**src/rtl/fmt_pkg.sv**
```systemverilog
package fmt_pkg;
  typedef enum logic [3:0] {
    FLD_GAP1, FLD_SYNC_ID, FLD_ID, FLD_ID_CRC, FLD_GAP2,
    FLD_SYNC_DAT, FLD_DAT, FLD_DAT_CRC, FLD_GAP3, FLD_GAP4
  } fld_e;

  typedef enum logic [1:0] {ST_IDLE, ST_ARM, ST_RUN, ST_DONE} st_e;

  localparam logic [7:0] GAP_BYTE  = 8'h4E;
  localparam logic [7:0] SYNC_BYTE = 8'h00;
  localparam logic [7:0] AM_LEAD   = 8'hA1;
  localparam logic [7:0] AM_ID     = 8'hFE;
  localparam logic [7:0] AM_DAT    = 8'hF8;
  localparam logic [7:0] LEN_CODE  = 8'h01;
  localparam int ID_BODY_LEN = 7;
  localparam int AM_LEN      = 2;
  localparam int CRC_LEN     = 2;
endpackage

```
**src/rtl/fmt_crc16.sv**
```systemverilog
module fmt_crc16 #(
  parameter logic [15:0] POLY = 16'h1021,
  parameter logic [15:0] INIT = 16'hFFFF
) (
  input  logic        clk_i,
  input  logic        rst_ni,
  input  logic        preset_i,
  input  logic        upd_i,
  input  logic [7:0]  data_i,
  output logic [15:0] crc_o
);
  logic [15:0] crc_q, crc_nxt;

  always_comb begin
    crc_nxt = crc_q ^ {data_i, 8'h00};
    for (int b = 0; b < 8; b++)
      crc_nxt = crc_nxt[15] ? ((crc_nxt << 1) ^ POLY) : (crc_nxt << 1);
  end

  always_ff @(posedge clk_i or negedge rst_ni) begin
    if (!rst_ni)       crc_q <= INIT;
    else if (preset_i) crc_q <= INIT;
    else if (upd_i)    crc_q <= crc_nxt;
  end

  assign crc_o = crc_q;
endmodule

```
**src/rtl/fmt_seq.sv**
```systemverilog
module fmt_seq
  import fmt_pkg::*;
#(
  parameter int SECTORS    = 32,
  parameter int DATA_BYTES = 256,
  parameter int GAP1_LEN   = 11,
  parameter int GAP2_LEN   = 3,
  parameter int GAP3_LEN   = 15,
  parameter int SYNC_LEN   = 12,
  parameter int CNT_W      = 9,
  parameter int SEC_W      = 6
) (
  input  logic             clk_i,
  input  logic             rst_ni,
  input  logic             clear_i,
  input  logic             adv_i,
  input  logic [SEC_W-1:0] sect_cnt_i,
  output fld_e             field_o,
  output logic [CNT_W-1:0] idx_o,
  output logic [SEC_W-1:0] sec_o
);
  fld_e             field_q;
  logic [CNT_W-1:0] idx_q, len;
  logic [SEC_W-1:0] sec_q;
  logic             last;

  always_comb begin
    unique case (field_q)
      FLD_GAP1:                  len = CNT_W'(GAP1_LEN);
      FLD_SYNC_ID, FLD_SYNC_DAT: len = CNT_W'(SYNC_LEN);
      FLD_ID:                    len = CNT_W'(ID_BODY_LEN);
      FLD_ID_CRC, FLD_DAT_CRC:   len = CNT_W'(CRC_LEN);
      FLD_GAP2:                  len = CNT_W'(GAP2_LEN);
      FLD_DAT:                   len = CNT_W'(DATA_BYTES + AM_LEN);
      FLD_GAP3:                  len = CNT_W'(GAP3_LEN);
      default:                   len = '1;
    endcase
  end

  assign last = (idx_q == len - CNT_W'(1));

  always_ff @(posedge clk_i or negedge rst_ni) begin
    if (!rst_ni) begin
      field_q <= FLD_GAP1;
      idx_q   <= '0;
      sec_q   <= '0;
    end else if (clear_i) begin
      field_q <= FLD_GAP1;
      idx_q   <= '0;
      sec_q   <= '0;
    end else if (adv_i && field_q != FLD_GAP4) begin
      if (!last) begin
        idx_q <= idx_q + CNT_W'(1);
      end else begin
        idx_q <= '0;
        unique case (field_q)
          FLD_GAP1:     field_q <= FLD_SYNC_ID;
          FLD_SYNC_ID:  field_q <= FLD_ID;
          FLD_ID:       field_q <= FLD_ID_CRC;
          FLD_ID_CRC:   field_q <= FLD_GAP2;
          FLD_GAP2:     field_q <= FLD_SYNC_DAT;
          FLD_SYNC_DAT: field_q <= FLD_DAT;
          FLD_DAT:      field_q <= FLD_DAT_CRC;
          FLD_DAT_CRC:  field_q <= FLD_GAP3;
          FLD_GAP3: begin
            if (sec_q == sect_cnt_i - SEC_W'(1)) begin
              field_q <= FLD_GAP4;
            end else begin
              field_q <= FLD_SYNC_ID;
              sec_q   <= sec_q + SEC_W'(1);
            end
          end
          default:      field_q <= field_q;
        endcase
      end
    end
  end

  assign field_o = field_q;
  assign idx_o   = idx_q;
  assign sec_o   = sec_q;

  a_r3_idx_in_field: assert property (@(posedge clk_i) disable iff (!rst_ni)
    (field_q != FLD_GAP4) |-> (idx_q < len));

  a_r8_gap4_holds: assert property (@(posedge clk_i) disable iff (!rst_ni)
    (field_q == FLD_GAP4 && !clear_i) |=> (field_q == FLD_GAP4));
endmodule

```
**src/rtl/fmt_byte_mux.sv**
```systemverilog
module fmt_byte_mux
  import fmt_pkg::*;
#(
  parameter int CNT_W  = 9,
  parameter int SEC_W  = 6,
  parameter int HEAD_W = 4
) (
  input  fld_e              field_i,
  input  logic [CNT_W-1:0]  idx_i,
  input  logic [SEC_W-1:0]  sec_i,
  input  logic [15:0]       cyl_i,
  input  logic [HEAD_W-1:0] head_i,
  input  logic [7:0]        fill_i,
  input  logic [15:0]       crc_i,
  output logic [7:0]        byte_o,
  output logic              mark_o
);
  logic first;
  assign first = (idx_i == '0);

  always_comb begin
    byte_o = GAP_BYTE;
    mark_o = 1'b0;
    unique case (field_i)
      FLD_SYNC_ID, FLD_SYNC_DAT: byte_o = SYNC_BYTE;
      FLD_ID: begin
        unique case (idx_i)
          CNT_W'(0): begin byte_o = AM_LEAD; mark_o = 1'b1; end
          CNT_W'(1): byte_o = AM_ID;
          CNT_W'(2): byte_o = cyl_i[15:8];
          CNT_W'(3): byte_o = cyl_i[7:0];
          CNT_W'(4): byte_o = 8'(head_i);
          CNT_W'(5): byte_o = 8'(sec_i);
          default:   byte_o = LEN_CODE;
        endcase
      end
      FLD_DAT: begin
        if (first) begin
          byte_o = AM_LEAD;
          mark_o = 1'b1;
        end else if (idx_i == CNT_W'(1)) begin
          byte_o = AM_DAT;
        end else begin
          byte_o = fill_i;
        end
      end
      FLD_ID_CRC, FLD_DAT_CRC: byte_o = first ? crc_i[15:8] : crc_i[7:0];
      default: byte_o = GAP_BYTE;
    endcase
  end
endmodule

```
**src/rtl/trk_fmt_seq.sv**
```systemverilog
module trk_fmt_seq
  import fmt_pkg::*;
#(
  parameter int SECTORS    = 32,
  parameter int DATA_BYTES = 256,
  parameter int GAP1_LEN   = 11,
  parameter int GAP2_LEN   = 3,
  parameter int GAP3_LEN   = 15,
  parameter int SYNC_LEN   = 12,
  parameter int HEAD_W     = 4,
  localparam int SEC_W     = $clog2(SECTORS + 1)
) (
  input  logic              clk_i,
  input  logic              rst_ni,
  input  logic              start_i,
  input  logic              index_i,
  input  logic              byte_tick_i,
  input  logic [SEC_W-1:0]  sect_cnt_i,
  input  logic [15:0]       cyl_i,
  input  logic [HEAD_W-1:0] head_i,
  input  logic [7:0]        fill_i,
  output logic [7:0]        byte_o,
  output logic              valid_o,
  output logic              mark_o,
  output logic              wgate_o,
  output logic              done_o,
  output logic              ovf_o
);
  localparam int LEN_SUM = GAP1_LEN + GAP2_LEN + GAP3_LEN + SYNC_LEN + DATA_BYTES + 2 * AM_LEN + ID_BODY_LEN;
  localparam int CNT_W   = $clog2(LEN_SUM + 1);

  st_e              st_q;
  logic             index_q, idx_rise, running, accept, adv, ovf_q;
  fld_e             field;
  logic [CNT_W-1:0] idx;
  logic [SEC_W-1:0] sec;
  logic [15:0]      crc;
  logic [7:0]       mux_byte;
  logic             mux_mark;

  assign idx_rise = index_i & ~index_q;
  assign running  = (st_q == ST_RUN);
  assign accept   = start_i && (st_q == ST_IDLE || st_q == ST_DONE);
  assign adv      = running && byte_tick_i && !idx_rise;

  always_ff @(posedge clk_i or negedge rst_ni) begin
    if (!rst_ni) begin
      st_q    <= ST_IDLE;
      index_q <= 1'b0;
      ovf_q   <= 1'b0;
    end else begin
      index_q <= index_i;
      if (accept) begin
        st_q  <= ST_ARM;
        ovf_q <= 1'b0;
      end else if (st_q == ST_ARM && idx_rise) begin
        st_q <= ST_RUN;
      end else if (running && idx_rise) begin
        st_q  <= ST_DONE;
        ovf_q <= (field != FLD_GAP4);
      end
    end
  end

  fmt_seq #(
    .SECTORS(SECTORS), .DATA_BYTES(DATA_BYTES), .GAP1_LEN(GAP1_LEN),
    .GAP2_LEN(GAP2_LEN), .GAP3_LEN(GAP3_LEN), .SYNC_LEN(SYNC_LEN),
    .CNT_W(CNT_W), .SEC_W(SEC_W)
  ) u_seq (
    .clk_i(clk_i), .rst_ni(rst_ni), .clear_i(accept), .adv_i(adv),
    .sect_cnt_i(sect_cnt_i), .field_o(field), .idx_o(idx), .sec_o(sec)
  );

  fmt_crc16 u_crc (
    .clk_i(clk_i), .rst_ni(rst_ni),
    .preset_i(field == FLD_SYNC_ID || field == FLD_SYNC_DAT),
    .upd_i(adv && (field == FLD_ID || field == FLD_DAT)),
    .data_i(mux_byte), .crc_o(crc)
  );

  fmt_byte_mux #(.CNT_W(CNT_W), .SEC_W(SEC_W), .HEAD_W(HEAD_W)) u_mux (
    .field_i(field), .idx_i(idx), .sec_i(sec), .cyl_i(cyl_i), .head_i(head_i),
    .fill_i(fill_i), .crc_i(crc), .byte_o(mux_byte), .mark_o(mux_mark)
  );

  assign byte_o  = running ? mux_byte : 8'h00;
  assign mark_o  = running && mux_mark;
  assign valid_o = running;
  assign wgate_o = running;
  assign done_o  = (st_q == ST_DONE);
  assign ovf_o   = ovf_q;

  a_r2_write_after_index: assert property (@(posedge clk_i) disable iff (!rst_ni)
    $rose(wgate_o) |-> $past(index_i));

  a_r10_hold_without_tick: assert property (@(posedge clk_i) disable iff (!rst_ni)
    (valid_o && !byte_tick_i && !idx_rise) |=>
      ($stable(byte_o) || !$stable(fill_i) || !$stable(cyl_i) || !$stable(head_i)));

  a_r11_mark_on_a1: assert property (@(posedge clk_i) disable iff (!rst_ni)
    mark_o |-> (valid_o && byte_o == AM_LEAD));

  a_r9_ovf_with_done: assert property (@(posedge clk_i) disable iff (!rst_ni)
    ovf_o |-> done_o);

  a_r8_done_gate_low: assert property (@(posedge clk_i) disable iff (!rst_ni)
    done_o |-> !wgate_o);
endmodule

```
**config.mk**
```make
export PLATFORM = sky130hd
export DESIGN_NAME = trk_fmt_seq
export DESIGN_NICKNAME = d
export VERILOG_FILES = /design/src/rtl/fmt_pkg.sv /design/src/rtl/fmt_crc16.sv /design/src/rtl/fmt_seq.sv /design/src/rtl/fmt_byte_mux.sv /design/src/rtl/trk_fmt_seq.sv
export SDC_FILE = /design/constraint.sdc
export NUM_CORES = 1
export LEC_CHECK = 0
export ABC_CLOCK_PERIOD_IN_PS = 8000
export BUFFER_PORTS_ARGS = -buffer_cell sky130_fd_sc_hd__buf_4
export CORE_MARGIN = 2
export CORE_UTILIZATION = 49
export CTS_CLUSTER_SIZE = 40
export DETAILED_ROUTE_END_ITERATION = 7
export PLACE_DENSITY = 0.72
export SLEW_MARGIN = 5
export SYNTH_ARGS = -nofsm -noshare
export SYNTH_HDL_FRONTEND = slang
export SYNTH_SLANG_ARGS = --single-unit
```
**constraint.sdc**
```tcl
create_clock -name clk_i -period 8 [get_ports clk_i]
set_clock_uncertainty 0.05 [all_clocks]
set_input_delay 0.8 -clock clk_i [delete_from_list [all_inputs] [get_ports clk_i]]
set_output_delay 0.8 -clock clk_i [all_outputs]
set_load 0.01 [all_outputs]
```
==> impl_metrics.tcl, run 1 <==
set metrics [dict create \
    clkLatencyLatePin_ps 310 \
    hpwl_um 7610 \
    tns_ps 0 \
    grt.total_usage_pct 24.0 \
    clkTransAtPathRegs_ps 80 \
    syn_nets 509 \
    drive_above_1_share_pct 19.6 \
    cp-start-kind "flip-flop" \
    tightest_slew_ps 1150 \
    ys_seq_area_share_pct 27.2 \
    wl_per_cell_um 17.2 \
    htreeDepth 2 \
    core_region_area_um2 7250 \
    io_pins 52 \
    grt_util_met2_pct 39.8 \
    grt_first_pass_wirelength_um 15900 \
    avgSynthCellArea_um2 8.06 \
    p_int_uw 415 \
    place_ws_ps 3930 \
    period_needed_ps 4270 \
    setup_viol 0 \
    finalCritPeriodShare_pct 53.4 \
    async_flop_share_pct 100 \
    power_uw 717 \
    p_clk_share_pct 19.3 \
    ys_types 68 \
    yosysWarningCount 0 \
    max_freq_mhz 234 \
    portBuffers 51 \
    power_switching_uw 302 \
    routed_wl_um 10000 \
    drt_iter0_markers 215 \
    vias_per_cell 6.10 \
    synth_flop_cell "dfrtp_1" \
    finalWorstSetupSlack_ps 3730 \
    hp-class "input pin to asynchronous set/reset pin" \
    total_leakage_power_uw 0.00170 \
    swShare_pct 42.1 \
    antenna_found_initial 0 \
    cts_made_buffers 5 \
    drc_errors 0 \
    grt_busiest_layer "met2" \
    postCtsHoldBufs 0 \
    synth_seq_cells 39 \
    first_pass_iters 6 \
    grt_start_max_net_pins 40 \
    status "complete, no violations" \
    p_comb_share_pct 44.8 \
    crit_arrival_ps 3420 \
    p_seq_share_pct 35.9 \
    cts_resized 0 \
    syn_area_um2 3660 \
    postCtsSetupRepairBufs 0 \
    synth_enable_flop_cells 0 \
    syn-instance-count 454 \
    reg2reg_to "u_seq.sec_o[2]$_DFFE_PN0P_" \
    die_w_um 90.4 \
    start_util_pct 50.5 \
    die_area_um2 8180 \
    required_ps 7150 \
    finalMaxSlewViolations 0 \
    drtAntennaViolNets 0 \
    r2r_setup_slack_ps 3920 \
    cp_max_fo 21 \
    max_slew_margin_pct 22.7 \
    vias 3557 \
    gr-total-overflow 0 \
    area_growth_syn_to_layout_pct 12.6 \
    r2r-start "u_seq.field_o[1]$_DFFE_PN0P_" \
    grtUsageMet3_pct 4.17 \
    grtUsageMet1_pct 31.6 \
    grt_pass1_vias 3202 \
    irDropWorstVdd_mv 0.0804 \
    num_antenna_cells 0 \
    hold_violations 0 \
    rsz0062_at_grt "no" \
    fp.dieH_um 90.4 \
    clkSinkCount 39 \
    place_congestion 0.903 \
    cap_viol_max_count 0 \
    crit_type "flip-flop to primary output" \
    cts.path.max_buffers 2 \
    rr_worst_depth 14 \
    cts_root_buffer "clkbuf_8" \
    cts_tree "built" \
    cp-end-kind "primary output" \
    powerDensity_nw_per_um2 174 \
    row_count 31 \
    fin_hold_ws_ps 427 \
    final_nets 538 \
]
[layout by cell type, fill, tap and decap left out, types with 4 or more instances in the layout]
cell type	instances
nand2_1	52
nand4_1	8
nor2_1	32
or2_2	4
mux2i_1	7
a21oi_1	32
dfrtp_1	23
ha_1	16
nand2b_1	11
or3_1	7
nor2b_1	6
a211oi_1	9
xor2_1	16
nand3_1	13
o21ai_1	4
o22ai_1	9
and3_1	5
dfstp_2	16
and2_1	4
clkbuf_8	5
o211ai_1	8
o21a_1	6
xnor2_1	25
nor3_1	9
inv_1	13
a221oi_1	5
o21ai_0	24
buf_4	52
[power by group through the flow]
stage                     clock, uW  combinational (uW)  sequential, uW
after global placement            0                 312             258
after CTS                       141                 319             256
after detailed placement          0                 317             260
final                           138                 321             258
after floorplan                   0                 248             244
after global routing            147                 357             260
[area by class of cell]
| cell class | instances | area [um^2] |
|---|---|---|
| fill | 695 | 3130 |
| multi-input combinational | 371 | 2470 |
| sequential | 39 | 996 |
| timing repair buffer | 52 | 390 |
| tap | 99 | 124 |
| clock buffer | 6 | 72.6 |
| inverter | 14 | 52.6 |
| clock inverter | 2 | 11.3 |
[how the worst max path moves through the flow]
stage	startpoint	cells after the start	end	slack, ps
after detailed placement	u_seq.field_o[1]$_DFFE_PN0P_	14	u_seq.sec_o[2]$_DFFE_PN0P_	3930
after CTS	u_seq.idx_o[0]$_DFFE_PN0P_	8	byte_o[2]	3710
after floorplan	u_seq.field_o[0]$_DFFE_PN0P_	14	u_seq.sec_o[2]$_DFFE_PN0P_	4560
final	u_seq.idx_o[0]$_DFFE_PN0P_	8	byte_o[2]	3730
after global placement	u_seq.idx_o[0]$_DFFE_PN0P_	8	byte_o[3]	4110
after global routing	u_seq.idx_o[0]$_DFFE_PN0P_	8	byte_o[3]	3420
[synth_stat cells (4+ instances only)]
master,instances,share of area [%]
nand2_1,52,5.3
a21oi_1,32,4.4
nor2_1,32,3.3
xnor2_1,25,6.0
o21ai_0,24,3.3
dfrtp_1,23,16
clkbuf_1,20,2.1
dfstp_2,16,11
ha_1,16,5.5
xor2_1,16,3.8
inv_1,13,1.3
nand3_1,13,1.8
nand2b_1,11,1.9
a211oi_1,9,1.8
nor3_1,9,1.2
o22ai_1,9,1.5
nand4_1,8,1.4
o211ai_1,8,1.6
buf_2,7,0.96
mux2i_1,7,1.9
or3_1,7,1.2
nor2b_1,6,1.0
o21a_1,6,1.2
a221oi_1,5,1.2
and3_1,5,0.85
and2_1,4,0.68
o21ai_1,4,0.55
or2_2,4,0.68
[metrics by stage]
step	area, um^2	util (%)	instances
2_1_floorplan	3660	-	454
3_3_place_gp	4040	55.7	575
3_5_place_dp	4040	55.7	575
4_1_cts	4120	56.8	583
5_1_grt	4120	56.8	583
6_report	4120	56.8	583
[cell families (layout without fill, tap and decap cells)]
group | count (synthesis) | after routing | share of synthesized area [%]
compound gates | 132 | 132 | 24.7
buf+inv | 44 | 74 | 5.16
xor+xnor | 41 | 41 | 9.81
flops | 39 | 39 | 27.2
mux | 9 | 9 | 2.53
simple gates | 173 | 173 | 25.1
fa+ha+maj | 16 | 16 | 5.47
[state kept, by name, indices dropped and copies added (netlist names)]
| name | flops |
|---|---|
| u_seq.sec_o | 6 |
| index_q | 1 |
| st_q | 2 |
| u_seq.idx_o | 9 |
| ovf_o | 1 |
| u_seq.field_o | 4 |
| u_crc.crc_o | 16 |
[critical path: stages, from the launching register on]
cell and delay (ps):
dfrtp_1 480, inv_1 130, ha_1 390, inv_1 140
nor3_2 950, mux2_1 400, a211oi_1 370, nor2b_1 90
buf_4 160
[per-layer routing]
metal / part of all wire, % / up-vias
li1: - / 1700
met1: 43 / 1709
met2: 48 / 128
met3: 6.3 / 20
met4: 2.1 / 0
met5: 0 / -
Power figures use the tool's default switching activity.
==> run 2, diff against run 1 <==
- ABC_AREA: default -> 1
- ABC_CLOCK_PERIOD_IN_PS: 8000 -> 3900
- PLACE_DENSITY: 0.72 -> 0.74
- clock period: 8 -> 3.9 ns (I/O delays scaled with it)
==> run 2 against run 1 <==
Effect of this change:
- routed wire length is 2.1% higher
- largest cell class unchanged
- cell area grew 4.6%
- core utilization rose by 2.0 points
- synthesized cell count grew 31%
- clock power rose by 120%
- non-clock buffer count rose by 1
- die area is 2.7% higher
- cell count up 27%
- flip-flop and latch count is the same
==> impl_metrics.tcl, run 2 <==
set metrics [dict create \
    cap_viol_max_count 0 \
    vias_per_cell 5.36 \
    die_w_um 91.6 \
    cts_made_buffers 5 \
    cp_top_family "simple AND/OR/NAND/NOR gates" \
    irDropWorstVdd_mv 0.292 \
    antenna_found_initial 0 \
    crit_start "u_seq.field_o[0]$_DFFE_PN0P_" \
    num_antenna_cells 0 \
    drtAntennaViolNets 0 \
    cp_max_fo 19 \
    cts_root_buffer "clkbuf_8" \
    worstSetupPathDepth 20 \
    layout_commonest_cell "nand2_1" \
    die_area_um2 8400 \
    p_seq_share_pct 22.5 \
    p_clk_share_pct 9.8 \
    tns_ps 0 \
    clkSinkCount 39 \
    reg2reg_to "u_seq.field_o[0]$_DFFE_PN0P_" \
    crit_arrival_ps 3460 \
    swShare_pct 53.6 \
    ys_types 32 \
    synth_area_leader_cell "nand2_1" \
    path_cells "inv_1, ha_1, nand2_2, nand3_2, inv_2, ha_1, inv_1, nor2_1, nand2_1, inv_1, ha_1, xnor2_1, nor3_1, nand4_1, nor2_1, nand3_1, o21ai_4, nand2_1, nand2_1, nand2_1" \
    io_pins 52 \
    cp-start-kind "flip-flop" \
    fp.dieH_um 91.6 \
    r2r_setup_slack_ps 580 \
    hp-class "input pin to asynchronous set/reset pin" \
    drc_errors 0 \
    crit_buf_inv 4 \
    synth_most_common_cell "nand2_1" \
    cts_resized 0 \
    critPathSlowestCell "o21ai_4" \
    cts.path.max_buffers 2 \
    yosysWarningCount 0 \
    finalMaxSlewViolations 0 \
    portBuffers 51 \
    htreeDepth 2 \
    wl_per_cell_um 13.7 \
    max_stage_delay_ps 470 \
    synth_common_cells "nand2_1 (166), nand3_1 (113), inv_1 (81)" \
    max_slew_margin_pct 64.4 \
    period_needed_ps 3320 \
    hold_violations 0 \
    postCtsHoldBufs 0 \
    p_int_uw 1460 \
    syn-instance-count 595 \
    max_freq_mhz 301 \
    power_switching_uw 1680 \
    required_ps 4040 \
    status "complete, no violations" \
    drive_above_1_share_pct 16.8 \
    final_nets 698 \
    vias 3986 \
    synth_top_cell_area_share_pct 16.6 \
    setup_viol 0 \
    place_ws_ps 624 \
    place_congestion 0.935 \
    finalWorstSetupSlack_ps 578 \
    row_count 31 \
    grt_start_max_net_pins 40 \
    first_pass_iters 7 \
    tightest_slew_ps 532 \
    final_cell_mix "nand2_1 (166), nand3_1 (113), inv_1 (81), buf_4 (53), nor2_1 (45)" \
    endpoint "u_seq.field_o[0]$_DFFE_PN0P_" \
    grt_pass1_vias 3767 \
    clkTransAtPathRegs_ps 80 \
    synth_area_leaders "nand2_1 (17%), dfrtp_1 (15%), nand3_1 (15%)" \
    hpwl_um 7980 \
    ys_seq_area_share_pct 26.5 \
    powerDensity_nw_per_um2 728 \
    cts_tree "built" \
    largest_reg_flops 16 \
    drt_iter0_markers 308 \
    start_util_pct 51.3 \
    rsz0062_at_grt "no" \
    syn_nets 650 \
    fin_util_pct 58.8 \
    grt.total_usage_pct 25.1 \
    cp_common_cell "nand2_1" \
    grt_first_pass_wirelength_um 17200 \
    avgSynthCellArea_um2 6.32 \
    clkLatencyLatePin_ps 300 \
    synth_flop_cell "dfrtp_1" \
    routed_wl_um 10200 \
    r2r-start "u_seq.field_o[0]$_DFFE_PN0P_" \
    crit_type "flip-flop to flip-flop" \
    area_growth_syn_to_layout_pct 14.5 \
    rr_worst_depth 20 \
    syn_area_um2 3760 \
    finalCritPeriodShare_pct 85.2 \
    synth_enable_flop_cells 0 \
    p_comb_share_pct 67.7 \
    synth_seq_cells 39 \
    total_leakage_power_uw 0.00229 \
    gr-total-overflow 0 \
    cp-end-kind "flip-flop" \
    core_region_area_um2 7330 \
    postCtsSetupRepairBufs 0 \
    async_flop_share_pct 100 \
]
-- run 2: cells by family after synthesis --
kind of cell	count (synthesis)	synth area share, %
and+or+nand+nor	368	44.3
DFF	39	26.5
buffers and inverters	101	10.9
AOI/OAI and AO/OA	43	6.49
xor gates and xnor gates	28	6.52
adders and majority gates	16	5.32
-- run 2: worst register-to-register path: stages (launching register included) --
cell     delay (ps)
dfrtp_1         410
inv_1            80
ha_1            260
nand2_2         100
nand3_2          80
inv_2            80
ha_1            170
inv_1            50
nor2_1          100
nand2_1          90
inv_1            70
ha_1            230
xnor2_1         120
nor3_1          160
nand4_1         120
nor2_1          100
nand3_1         130
o21ai_4         470
nand2_1         200
nand2_1         100
nand2_1          50
-- run 2: how the worst min path moves through the flow --
stage | from | to | slack, ps | depth (start not counted)
2_1_floorplan | rst_ni | index_q$_DFF_PN0_ | 40 | 0
3_3_place_gp | rst_ni | u_seq.sec_o[2]$_DFFE_PN0P_ | 350 | 1
3_5_place_dp | rst_ni | u_seq.sec_o[2]$_DFFE_PN0P_ | 350 | 1
4_1_cts | rst_ni | u_seq.sec_o[2]$_DFFE_PN0P_ | 30 | 1
5_1_grt | rst_ni | u_seq.idx_o[2]$_DFFE_PN0P_ | 60 | 1
6_report | rst_ni | u_seq.sec_o[2]$_DFFE_PN0P_ | 20 | 1
-- run 2: layout make-up --
type / instances / area (um^2)
timing repair buffer: 53 / 398
sequential: 39 / 996
clock buffer: 8 / 100
tap: 99 / 124
inverter: 89 / 334
fill: 717 / 3020
multi-input combinational: 455 / 2360
-- run 2: power groups by stage --
stage / logic (uW) / clock network, uW / registers, uW
floorplan: 1630 / 0 / 670
global route: 2400 / 327 / 723
detailed placement: 2090 / 0 / 711
global placement: 2050 / 0 / 706
CTS: 2100 / 315 / 704
finish: 2120 / 307 / 706
-- run 2: metal layers --
metal	track usage, %	share of wire [%]	vias to the layer above
li1	-	-	2010
met1	33.7	46	1818
met2	41.5	46	139
met3	3.45	6.2	19
met4	8.46	1.8	0
met5	0	0	-
-- run 2: stage by stage --
| step | cells | hold WS, ps | total power [uW] | instance area (um^2) |
|---|---|---|---|---|
| floorplan | 595 | 44.4 | 2300 | 3760 |
| global placement | 735 | 353 | 2760 | 4210 |
| detailed placement | 735 | 349 | 2800 | 4210 |
| CTS | 743 | 34.3 | 3120 | 4310 |
| global route | 743 | 62.2 | 3450 | 4310 |
| finish | 743 | 16.7 | 3140 | 4310 |
